===== src/rtl/dual_sar_pkg.sv =====
package dual_sar_pkg;

  typedef enum logic [2:0] {
    ST_WAKE,
    ST_IDLE,
    ST_CONV_START,
    ST_CONV_BUSY,
    ST_READ,
    ST_SLEEP
  } ctrlState_e;

  // strobes from control to datapath
  typedef struct packed {
    logic readGo;    // begin a serial frame
    logic wakeHold;  // keep the wake-up timer cleared
  } dpCmd_t;

  // status from datapath to control
  typedef struct packed {
    logic readDone;  // frame finished last cycle
    logic wakeDone;  // wake-up window elapsed
    logic busySync;  // synchronized busy level
  } dpStat_t;

endpackage


===== src/rtl/dual_sar_fsm.sv =====
module dual_sar_fsm
  import dual_sar_pkg::*;
(
  input  logic    clk,
  input  logic    rstN,
  input  logic    startReq,
  input  logic    shutdownSel,
  input  dpStat_t stat,
  output dpCmd_t  cmd,
  output logic    cnvStart,
  output logic    ready
);

  ctrlState_e state, nextState;
  logic modeReg;
  logic pendReg, pendMode;
  logic reqAny, reqMode, launch;

  assign reqAny  = startReq | pendReg;
  assign reqMode = startReq ? shutdownSel : pendMode;
  assign launch  = (state == ST_IDLE) && reqAny;

  always_comb begin
    nextState = state;
    case (state)
      ST_WAKE:       if (stat.wakeDone) nextState = ST_IDLE;
      ST_IDLE:       if (reqAny) nextState = ST_CONV_START;
      ST_CONV_START: if (stat.busySync) nextState = ST_CONV_BUSY;
      ST_CONV_BUSY:  if (!stat.busySync) nextState = ST_READ;
      ST_READ:       if (stat.readDone) nextState = modeReg ? ST_SLEEP : ST_IDLE;
      ST_SLEEP:      if (reqAny) nextState = ST_WAKE;
      default:       nextState = ST_WAKE;
    endcase
  end

  always_ff @(posedge clk) begin
    if (!rstN) begin
      state    <= ST_WAKE;
      modeReg  <= 1'b0;
      pendReg  <= 1'b0;
      pendMode <= 1'b0;
    end else begin
      state <= nextState;
      if (launch) begin
        modeReg <= reqMode;
        pendReg <= 1'b0;
      end else if (startReq) begin
        pendReg  <= 1'b1;
        pendMode <= shutdownSel;
      end
    end
  end

  always_comb begin
    case (state)
      ST_WAKE, ST_IDLE:       cnvStart = 1'b1;
      ST_CONV_START:          cnvStart = 1'b0;
      ST_CONV_BUSY, ST_READ:  cnvStart = ~modeReg;
      ST_SLEEP:               cnvStart = 1'b0;
      default:                cnvStart = 1'b1;
    endcase
  end

  assign ready        = (state == ST_IDLE);
  assign cmd.readGo   = (state == ST_CONV_BUSY) && !stat.busySync;
  assign cmd.wakeHold = (state != ST_WAKE);

endmodule


===== src/rtl/dual_sar_dp.sv =====
module dual_sar_dp
  import dual_sar_pkg::*;
#(
  parameter int RES_BITS  = 14,
  parameter int SCLK_HALF = 4,
  parameter int WAKE_CYC  = 17500
) (
  input  logic                clk,
  input  logic                rstN,
  input  dpCmd_t              cmd,
  output dpStat_t             stat,
  input  logic                busyIn,
  input  logic                sdoA,
  input  logic                sdoB,
  output logic                csN,
  output logic                sclk,
  output logic [RES_BITS-1:0] resultA,
  output logic [RES_BITS-1:0] resultB,
  output logic                resultValid
);

  localparam int HALF_W = (SCLK_HALF > 1) ? $clog2(SCLK_HALF) : 1;
  localparam int BIT_W  = $clog2(RES_BITS);
  localparam int WAKE_W = $clog2(WAKE_CYC + 1);
  localparam logic [HALF_W-1:0] HALF_LAST = HALF_W'(SCLK_HALF - 1);
  localparam logic [BIT_W-1:0]  BIT_LAST  = BIT_W'(RES_BITS - 1);
  localparam logic [WAKE_W-1:0] WAKE_END  = WAKE_W'(WAKE_CYC);

  // busy synchronizer
  logic [1:0] busyMeta;
  always_ff @(posedge clk) begin
    if (!rstN) busyMeta <= 2'b00;
    else       busyMeta <= {busyMeta[0], busyIn};
  end

  // wake-up timer
  logic [WAKE_W-1:0] wakeCnt;
  always_ff @(posedge clk) begin
    if (!rstN || cmd.wakeHold) wakeCnt <= '0;
    else if (wakeCnt != WAKE_END) wakeCnt <= wakeCnt + WAKE_W'(1);
  end

  // serial frame engine
  logic              active, phaseLow;
  logic [HALF_W-1:0] halfCnt;
  logic [BIT_W-1:0]  bitCnt;
  logic              csNReg, sclkReg, doneReg, validReg;
  logic              halfEnd, sampleEn, frameEnd;

  assign halfEnd  = active && !cmd.readGo && (halfCnt == HALF_LAST);
  assign sampleEn = halfEnd && !phaseLow;
  assign frameEnd = halfEnd && phaseLow && (bitCnt == BIT_LAST);

  always_ff @(posedge clk) begin
    if (!rstN) begin
      active   <= 1'b0;
      phaseLow <= 1'b0;
      halfCnt  <= '0;
      bitCnt   <= '0;
      csNReg   <= 1'b1;
      sclkReg  <= 1'b1;
      doneReg  <= 1'b0;
      validReg <= 1'b0;
    end else begin
      doneReg  <= 1'b0;
      validReg <= 1'b0;
      if (cmd.readGo) begin
        active   <= 1'b1;
        csNReg   <= 1'b0;
        sclkReg  <= 1'b1;
        halfCnt  <= '0;
        phaseLow <= 1'b0;
        bitCnt   <= '0;
      end else if (active) begin
        if (halfCnt == HALF_LAST) begin
          halfCnt <= '0;
          if (!phaseLow) begin
            sclkReg  <= 1'b0;
            phaseLow <= 1'b1;
          end else begin
            sclkReg  <= 1'b1;
            phaseLow <= 1'b0;
            if (bitCnt == BIT_LAST) begin
              active   <= 1'b0;
              csNReg   <= 1'b1;
              doneReg  <= 1'b1;
              validReg <= 1'b1;
            end else begin
              bitCnt <= bitCnt + BIT_W'(1);
            end
          end
        end else begin
          halfCnt <= halfCnt + HALF_W'(1);
        end
      end
    end
  end

  // one shift and result register pair per channel
  logic [1:0] sdoVec;
  assign sdoVec = {sdoB, sdoA};

  for (genvar ch = 0; ch < 2; ch++) begin : gen_ch
    logic [RES_BITS-1:0] shiftReg;
    logic [RES_BITS-1:0] resReg;
    always_ff @(posedge clk) begin
      if (!rstN) begin
        shiftReg <= '0;
        resReg   <= '0;
      end else begin
        if (sampleEn) shiftReg <= {shiftReg[RES_BITS-2:0], sdoVec[ch]};
        if (frameEnd) resReg <= shiftReg;
      end
    end
  end

  assign resultA       = gen_ch[0].resReg;
  assign resultB       = gen_ch[1].resReg;
  assign resultValid   = validReg;
  assign csN           = csNReg;
  assign sclk          = sclkReg;
  assign stat.readDone = doneReg;
  assign stat.wakeDone = (wakeCnt == WAKE_END);
  assign stat.busySync = busyMeta[1];

endmodule


===== src/rtl/dual_sar_ctrl.sv =====
module dual_sar_ctrl
  import dual_sar_pkg::*;
#(
  parameter int CLK_MHZ   = 250,
  parameter int WAKE_US   = 70,
  parameter int RES_BITS  = 14,
  parameter int SCLK_HALF = 4
) (
  input  logic                clk,
  input  logic                rstN,
  input  logic                startReq,
  input  logic                shutdownSel,
  input  logic                busyIn,
  input  logic                sdoA,
  input  logic                sdoB,
  output logic                cnvStart,
  output logic                csN,
  output logic                sclk,
  output logic [RES_BITS-1:0] resultA,
  output logic [RES_BITS-1:0] resultB,
  output logic                resultValid,
  output logic                ready
);

  localparam int WAKE_CYC = CLK_MHZ * WAKE_US;

  dpCmd_t  cmd;
  dpStat_t stat;

  dual_sar_fsm fsm_i (
    .clk         (clk),
    .rstN        (rstN),
    .startReq    (startReq),
    .shutdownSel (shutdownSel),
    .stat        (stat),
    .cmd         (cmd),
    .cnvStart    (cnvStart),
    .ready       (ready)
  );

  dual_sar_dp #(
    .RES_BITS  (RES_BITS),
    .SCLK_HALF (SCLK_HALF),
    .WAKE_CYC  (WAKE_CYC)
  ) dp_i (
    .clk         (clk),
    .rstN        (rstN),
    .cmd         (cmd),
    .stat        (stat),
    .busyIn      (busyIn),
    .sdoA        (sdoA),
    .sdoB        (sdoB),
    .csN         (csN),
    .sclk        (sclk),
    .resultA     (resultA),
    .resultB     (resultB),
    .resultValid (resultValid)
  );

endmodule


===== config.mk =====
export PLATFORM = sky130hd
export DESIGN_NAME = dual_sar_ctrl
export DESIGN_NICKNAME = d
export VERILOG_FILES = /design/src/rtl/dual_sar_pkg.sv /design/src/rtl/dual_sar_fsm.sv /design/src/rtl/dual_sar_dp.sv /design/src/rtl/dual_sar_ctrl.sv
export SDC_FILE = /design/constraint.sdc
export NUM_CORES = 1
export LEC_CHECK = 0
export BUFFER_PORTS_ARGS = -buffer_cell sky130_fd_sc_hd__buf_4
export CAP_MARGIN = 40
export CORE_UTILIZATION = 25
export CTS_BUF_LIST = sky130_fd_sc_hd__clkbuf_4 sky130_fd_sc_hd__clkbuf_8
export DETAILED_ROUTE_END_ITERATION = 10
export SLEW_MARGIN = 5
export SYNTH_ARGS = -nofsm -noshare
export SYNTH_HDL_FRONTEND = slang
export SYNTH_SLANG_ARGS = --single-unit

===== constraint.sdc =====
create_clock -name clk -period 1.8 [get_ports clk]
set_clock_uncertainty 0.15 [all_clocks]
set_input_delay 0.18 -clock clk [delete_from_list [all_inputs] [get_ports clk]]
set_output_delay 0.18 -clock clk [all_outputs]
set_load 0.005 [all_outputs]

### Word-level counts from Yosys, hierarchy flattened

Index checks and enable logic that the tools add are counted.

* add/sub/neg operators: 3
* equal/unequal tests: 15
* muxes and demuxes: 24
* bitwise gates (word level): 7
* reduce and logical (&&, ||, !) cells: 27

Operators with widths (count)
* $mux W3: 7
* $pmux W3 S6: 1
* $add A15 B1 Y15 const B: 1
* $eq A15 B15 Y1 const B: 1
* $ne A15 B15 Y1 const B: 1
* $mux W1: 14
* $ne A2 B1 Y1 const B: 5
* $reduce_and A4 Y1: 2
* $reduce_bool A2 Y1: 4
* $reduce_or A2 Y1: 4
* $logic_and A1 B1 Y1: 7
* $eq A3 B2 Y1 const B: 2
* $eq A3 B3 Y1 const B: 2
* $not A1 Y1: 6
* $reduce_and A6 Y1: 1
* $reduce_or A5 Y1: 1
* $add A4 B1 Y4 const B: 1
* $eq A4 B4 Y1 const B: 1
* $logic_not A1 Y1: 4
* $eq A3 B1 Y1 const B: 1
* $logic_not A3 Y1: 1
* $reduce_bool A3 Y1: 1
* $add A2 B1 Y2 const B: 1
* $eq A2 B2 Y1 const B: 1
* 6 further kinds: 6

* bits in registers: 90
* input port bits: 7

### Depth between registers and ports, before layout

Gate-level depths: netlist (run 1).

* depth after elaboration: 7
* gate-level depth with buffers: 7
* mapped depth without buffers: 6

### By module

Synthesis (run 1) repeated with hierarchy kept, for this count alone.

* cell total of the unflattened synthesis: 396
* area, all modules: 3713.6 um^2

By module, submodules not included
* dual_sar_dp: times used 1, cells each 353, area an instance 3339.5 um^2, seq. area each 1681.6 um^2
* dual_sar_fsm: times used 1, cells each 43, area an instance 374.1 um^2, seq. area each 120.1 um^2

### Worst setup path before layout (run 1)

No wires, ideal clock.

* path type: flip-flop to flip-flop
* from: register fsm_i.state[2]
* to: register dp_i.wakeCnt[5]
* library setup time: 0.069 ns
* data arrival time: 1.631 ns
* data required time: 1.581 ns
* setup slack: -0.050 ns
* cell stages (with the launch flop): 7
* period minus slack after synthesis: 1.850 ns
* path through: dfxtp_1 > buf_6 > or2_1 > or3_1 > buf_2 > or4_1 > o21ai_1

* longest elaborated chain between the ends: 2

Ends and longest elaborated chain
* from (decl): RTL line dual_sar_fsm.sv:14 `ctrlState_e state, nextState;`
* from (signal assigned): RTL line dual_sar_fsm.sv:43 `state <= nextState;`
* $reduce_bool A3 Y1: RTL line dual_sar_fsm.sv:66 `assign cmd.wakeHold = (state != ST_WAKE);`
* $logic_or A1 B1 Y1: RTL line dual_sar_dp.sv:39 `if (!rstN || cmd.wakeHold) wakeCnt <= '0;`
* to (signal assigned): RTL line dual_sar_dp.sv:40 `else if (wakeCnt != WAKE_END) wakeCnt <= wakeCnt + WAKE_W'(1);`
* to (decl): RTL line dual_sar_dp.sv:37 `logic [WAKE_W-1:0] wakeCnt;`

Every way passes these cells.
A chain may end at the register's enable or synchronous reset.

### Final worst setup path (run 1)

* from: register fsm_i.state[1]
* to: output ready

* longest elaborated chain between the ends: 1

Ends and longest elaborated chain
* $eq A3 B1 Y1: RTL line dual_sar_fsm.sv:64 `assign ready = (state == ST_IDLE);`
* to (decl): RTL line dual_sar_ctrl.sv:22 `output logic ready`

Every way passes these cells.

==> impl_metrics.tcl, run 1 <==
set metrics [dict create \
    grtUsageTotal_pct 11.4 \
    areaGrowthSynthToFinish_pct 27.8 \
    ys.warnings.count 0 \
    tns_ps 0 \
    initial_core_util_pct 26.1 \
    syn_inst 429 \
    multiInputGateArea_um2 1620 \
    hp-class "primary input to flip-flop" \
    rows 42 \
    clk_path_buf_depth 2 \
    ys_types 41 \
    portBuffers 39 \
    synth_area_um2 3520 \
    hold_slack_ps 42.7 \
    vdd_ir_drop_max_mv 0.286 \
    rsz0062_at_grt "yes" \
    cts_tree "built" \
    cts.sinks 90 \
    path_common_cell "buf_4" \
    post-route-period-util_pct 98.4 \
    gp_congestion 0.757 \
    dr.pass1.iters 4 \
    arrival_ps 1440 \
    grt_pass1_vias 2767 \
    finalWirelength_mm 8.20 \
    ant_nets 0 \
    final_net_count 495 \
    dp_hpwl_mm 5.25 \
    swShare_pct 23.9 \
    drive_gt1_share_pct 20.3 \
    p_per_area_nw_per_um2 755 \
    dieArea_um2 14600 \
    end_kind "output pin" \
    seq_area_frac_synth_pct 51.2 \
    maxSlewHeadroom_pct 70.5 \
    status "finished clean" \
    fin_ws_ps 29.5 \
    grt_antenna_before_repair 0 \
    core_um2 13500 \
    finalHoldViolCount 0 \
    max_freq_ghz 0.565 \
    cp_data_required_time_ps 1470 \
    maxSlewViolCount 0 \
    grt_pass1_wl_mm 13.0 \
    fp.dieW_um 121 \
    num-fill-cells 1383 \
    crit_chain "buf_4 -> or3b_4 -> inv_2 -> buf_4" \
    pwr-share-clk_pct 37.8 \
    overflow 0 \
    slowest_delay_ps 390 \
    crit_slowest_cell "or3b_4" \
    crit_fanout 5 \
    reg2reg_depth 8 \
    die_h_um 121 \
    avgSynthCellArea_um2 8.20 \
    num_vias 3009 \
    drt_iter0_markers 113 \
    setup_viol 0 \
    top_usage_layer "met2" \
    worst_slew_pin_slew_ps 443 \
    cts_buffers 9 \
    cap_viol_max_count 0 \
    drc 0 \
    seqPwrFrac_pct 59.2 \
    syn_nets 441 \
    pwr-share-comb_pct 3.0 \
    hold_depth 3 \
    clock_latency_ps 380 \
    critical-path-top-delay-family "simple AND/OR/NAND/NOR gates" \
    p_leak_nw 1.61 \
    p_int_w 0.00258 \
    pre_cts_slack_ps 54.1 \
    crit_type "flip-flop to output pin" \
    grt_max_degree 43 \
    diodes 0 \
    grtUsageMet3_pct 2.88 \
    fin_util_pct 33.3 \
    ys_ff_latch 90 \
    cts_max_level 3 \
    fin_crit_ps 1770 \
    drt-wirelength-per-cell_um 12.4 \
    path_clk_slew_ps 90 \
    cts-root-buf "clkbuf_8" \
    regArea_um2 1810 \
    grt_util_met1_pct 14.4 \
    crit_path_start_kind "flip-flop" \
    vias_per_cell 4.53 \
    use_met2_pct 18.0 \
    cp.depth 4 \
    netSwitchingPower_w 0.000813 \
    path_buf_inv 3 \
    ioPinCount 40 \
]
tightest hold or removal path, delay by kind of cell:
family | cells | cell delay (ps)
buf+inv | 2 | 290
simple gates | 1 | 70
placed cells by master (no fill, tap or decap), drive strengths merged, types with 2 or more instances in the layout:
cell         netlist  routed
a211oi             2       2
a21boi             9       9
a21oi             57      57
and2               4       4
and3               4       4
and4               3       3
buf                9      61
clkbuf            16      12
clkinv             0       2
clkinvlp           0       3
dfxtp             90      90
dlygate4sd3        0       5
ha                 5       5
inv                9      10
mux2i              3       3
nand2            124     124
nand2b             2       2
nand3             12      12
nand4              3       3
nor2              23      23
nor2b              3       3
nor3               6       6
nor3b              2       2
o21ai             10      10
o31ai              2       2
or3                7       7
xnor2              2       2
xor2               9       9
through the flow:
stage	cells	total power, W	instance area, um^2
2_1_floorplan	429	0.00211	3520
3_3_place_gp	637	0.00214	4120
3_5_place_dp	637	0.00215	4120
4_1_cts	658	0.00343	4360
5_1_grt	664	0.00352	4500
6_report	664	0.00339	4500
flip-flops by register name, summed over array words and instances, names as in the netlist:
name,count
dp_i.csN,1
dp_i.bitCnt,4
dp_i.doneReg,1
dp_i.sclk,1
fsm_i.pendReg,1
dp_i.halfCnt,2
fsm_i.modeReg,1
dp_i.busyMeta,2
dp_i.phaseLow,1
dp_i.active,1
fsm_i.pendMode,1
fsm_i.state,3
dp_i.resultA,14
dp_i.wakeCnt,15
dp_i.gen_ch.shiftReg,28
dp_i.resultB,14
Yosys cell counts, drive strengths merged:
cell | instances | area share [%]
nand2 | 124 | 13
dfxtp | 90 | 51
a21oi | 57 | 8.1
nor2 | 23 | 2.5
clkbuf | 16 | 1.7
nand3 | 12 | 1.7
o21ai | 10 | 1.4
a21boi | 9 | 1.9
buf | 9 | 1.5
inv | 9 | 0.96
xor2 | 9 | 2.2
or3 | 7 | 1.2
nor3 | 6 | 1.1
ha | 5 | 1.8
and2 | 4 | 0.71
and3 | 4 | 0.71
and4 | 3 | 0.75
mux2i | 3 | 0.85
nand4 | 3 | 0.53
nor2b | 3 | 0.53
a211oi | 2 | 0.43
nand2b | 2 | 0.36
nor3b | 2 | 0.43
o31ai | 2 | 0.43
xnor2 | 2 | 0.50
a211o | 1 | 0.25
a32oi | 1 | 0.25
and4bb | 1 | 0.36
mux2 | 1 | 0.32
nand3b | 1 | 0.21
nor4b | 1 | 0.25
nor4bb | 1 | 0.28
o2111ai | 1 | 0.25
o211ai | 1 | 0.21
o22ai | 1 | 0.18
or2 | 1 | 0.18
or3b | 1 | 0.25
or4 | 1 | 0.21
area by class of cell:
class,count,share of cell area [%]
multi-input combinational,305,36.1
clock buffer,10,3.06
timing repair buffer,68,14.0
tap,176,4.90
clock inverter,6,0.918
inverter,9,0.751
sequential,90,40.3
power groups by stage:
stage,clock (W),sequential [W],combinational (W)
3_3_place_gp,0,0.00205,0.0000900
5_1_grt,0.00139,0.00201,0.000113
3_5_place_dp,0,0.00206,0.0000922
2_1_floorplan,0,0.00205,0.0000578
6_report,0.00128,0.00201,0.000101
4_1_cts,0.00132,0.00201,0.000101
metal layers:
layer / wire [um] / up-vias
met1: 3970 / 1436
met4: 164 / 0
li1: - / 1530
met5: 0 / -
met3: 230 / 12
met2: 3840 / 31
what timing repair did:
item | in CTS | in global routing
pin swaps | 0 | 2
gates cloned | 0 | 2
buffers inserted | 0 | 4
resized for setup | 7 | 17
endpoints found under the setup margin | 2 | 50
hold buffers | 5 | 0
hold endpoints to repair | 4 | 0
path summary, 6_finish.rpt:
check                             start                    endpoint  slack [ps]
max                      fsm_i.state[1]                       ready          30
min                                rstN                    dp_i.csN          40
max reg2reg             dp_i.halfCnt[0]             dp_i.resultA[6]          90
min reg2reg  dp_i.gen_ch[0].shiftReg[7]  dp_i.gen_ch[0].shiftReg[8]         310
cells by family after synthesis:
family | count (synthesis) | synth area share [%]
buffers and inverters | 34 | 4.13
AND/OR/NAND/NOR | 200 | 25.5
flip-flops | 90 | 51.2
AO/OA/AOI/OAI | 85 | 13.4
multiplexers | 4 | 1.17
adder cells (fa/ha/maj) | 5 | 1.78
XOR/XNOR | 11 | 2.74
Note: power is estimated with default switching activity, not from simulation.
==> run 2: changes to the inputs <==
--- a/config.mk
+++ b/config.mk
@@ -7,7 +7,7 @@
 export LEC_CHECK = 0
 export BUFFER_PORTS_ARGS = -buffer_cell sky130_fd_sc_hd__buf_4
 export CAP_MARGIN = 40
-export CORE_UTILIZATION = 25
+export CORE_UTILIZATION = 35
 export CTS_BUF_LIST = sky130_fd_sc_hd__clkbuf_4 sky130_fd_sc_hd__clkbuf_8
 export DETAILED_ROUTE_END_ITERATION = 10
 export SLEW_MARGIN = 5
==> impl_metrics.tcl, run 2 (synthesized netlist as in run 1, its figures left out) <==
set metrics [dict create \
    status "finished clean" \
    num_vias 2995 \
    dieArea_um2 10500 \
    max_freq_ghz 0.567 \
    path_clk_slew_ps 90 \
    cts.sinks 90 \
    crit_chain "buf_6 -> or3b_4 -> inv_2 -> buf_6" \
    vias_per_cell 4.84 \
    grt_max_degree 31 \
    drt-wirelength-per-cell_um 12.1 \
    arrival_ps 1430 \
    reg2reg_from "dp_i.busyMeta[1]" \
    p_per_area_nw_per_um2 825 \
    regMostFlops "dp_i.gen_ch.shiftReg" \
    fp.dieW_um 102 \
    num-fill-cells 1000 \
    worstHoldEndpoint "dp_i.csN" \
    crit_slowest_cell "or3b_4" \
    worst_slew_pin_slew_ps 347 \
    cts_buffers 9 \
    grt_antenna_before_repair 0 \
    cp_data_required_time_ps 1470 \
    crit_fanout 8 \
    initial_core_util_pct 36.0 \
    cts_tree "built" \
    slowest_delay_ps 410 \
    most-common-layout-cells "nand2_1 (124), dfxtp_1 (84), a21oi_1 (57)" \
    final_net_count 494 \
    reg_top3 "dp_i.gen_ch.shiftReg x28, dp_i.wakeCnt x15" \
    final-instance-count-excl-fill 619 \
    dr.pass1.iters 5 \
    gp_congestion 0.815 \
    drc 0 \
    hp-class "primary input to flip-flop" \
    post-route-period-util_pct 97.9 \
    clk_path_buf_depth 2 \
    core_um2 9770 \
    design_area_um2 4380 \
    reg2reg_depth 5 \
    ioPinCount 40 \
    finalWirelength_mm 7.46 \
    p_leak_nw 1.59 \
    drt_iter0_markers 170 \
    end_kind "output pin" \
    path_common_cell "buf_6" \
    rows 36 \
    drive_gt1_share_pct 19.1 \
    grtUsageTotal_pct 15.6 \
    clock_latency_ps 370 \
    rsz0062_at_grt "yes" \
    reg2reg_slack_ps 80 \
    place_area_um2 4070 \
    largest_reg_flops 28 \
    r2r_end "dp_i.gen_ch[0].shiftReg[11]" \
    cts_max_level 3 \
    crit_path_start_kind "flip-flop" \
    overflow 0 \
    portBuffers 39 \
    crit_type "flip-flop to output pin" \
    dp_hpwl_mm 5.09 \
    finalHoldViolCount 0 \
    placedCellCount 598 \
    cts-root-buf "clkbuf_8" \
    diodes 0 \
    areaGrowthSynthToFinish_pct 24.5 \
    hold_depth 3 \
    power_w 0.00361 \
    maxSlewViolCount 0 \
    ant_nets 0 \
    die_h_um 102 \
    vdd_ir_drop_max_mv 0.465 \
    cap_viol_max_count 0 \
    grt_pass1_wl_mm 12.4 \
    hp-start "rstN" \
    maxSlewHeadroom_pct 76.7 \
    grt_pass1_vias 2760 \
    fin_crit_ps 1760 \
    final_common_cell "nand2_1" \
    setup_viol 0 \
]
[run 2: cell count changes in the layout (fill, tap and decap cells not counted), sizes merged]
cell	previous run	this run
buf	61	62
bufinv	0	2
clkbuf	12	9
clkinvlp	3	2
inv	10	9
[run 2: worst max-delay path by stage]
stage / from / endpoint / slack, ps / cells after the start
finish: fsm_i.state[0] / ready / 40 / 4
global route: fsm_i.state[0] / ready / -20 / 4
CTS: fsm_i.state[0] / cnvStart / 10 / 5
detailed placement: dp_i.wakeCnt[0] / dp_i.wakeCnt[5] / 40 / 6
global placement: dp_i.wakeCnt[0] / dp_i.wakeCnt[5] / 60 / 6
floorplan: dp_i.wakeCnt[0] / dp_i.wakeCnt[5] / 10 / 7
[run 2: layout make-up]
type | instances | area, um^2 | area share [%]
clock buffer | 9 | 124 | 2.83
clock inverter | 6 | 92.6 | 2.11
inverter | 9 | 33.8 | 0.771
multi-input combinational | 305 | 1600 | 36.5
sequential | 90 | 1810 | 41.3
tap | 133 | 166 | 3.80
timing repair buffer | 67 | 556 | 12.7
[run 2: what timing repair did]
item / CTS / global route
pin swaps: 0 / 1
hold endpoints to repair: 5 / 0
gates cloned: 0 / 0
setup buffers: 0 / 1
gates resized for setup: 8 / 12
hold buffers: 5 / 0
setup endpoints to repair: 2 / 20
[run 2: metrics by stage]
stage	setup slack, ps	TNS, ps	hold slack (ps)	util (%)
finish	37.0	0	42.3	44.8
global route	-23.7	-23.7	54.8	44.8
CTS	14.9	0	30.3	44.5
detailed placement	40.7	0	249	41.6
global placement	62.7	0	248	41.6
floorplan	14.8	0	157	-
[run 2: where the power goes]
group	internal (W)	switching (W)	leakage, nW
Clock	0.000778	0.000727	0.102
Sequential	0.00200	0.00000833	0.729
Combinational	0.0000409	0.0000573	0.764
[run 2: routing by layer]
| layer | global-route usage (%) | vias up | share of wire (%) |
|---|---|---|---|
| li1 | - | 1528 | - |
| met1 | 18.7 | 1408 | 47 |
| met2 | 25.8 | 42 | 48 |
| met3 | 3.97 | 17 | 3.2 |
| met4 | 7.91 | 0 | 2.5 |
| met5 | 0 | - | 0 |
[run 2: critical path: cells and delay by family (launching register included)]
family,cells,cell delay (ps)
DFF,1,350
and+or+nand+nor,1,410
buffers and inverters,3,300
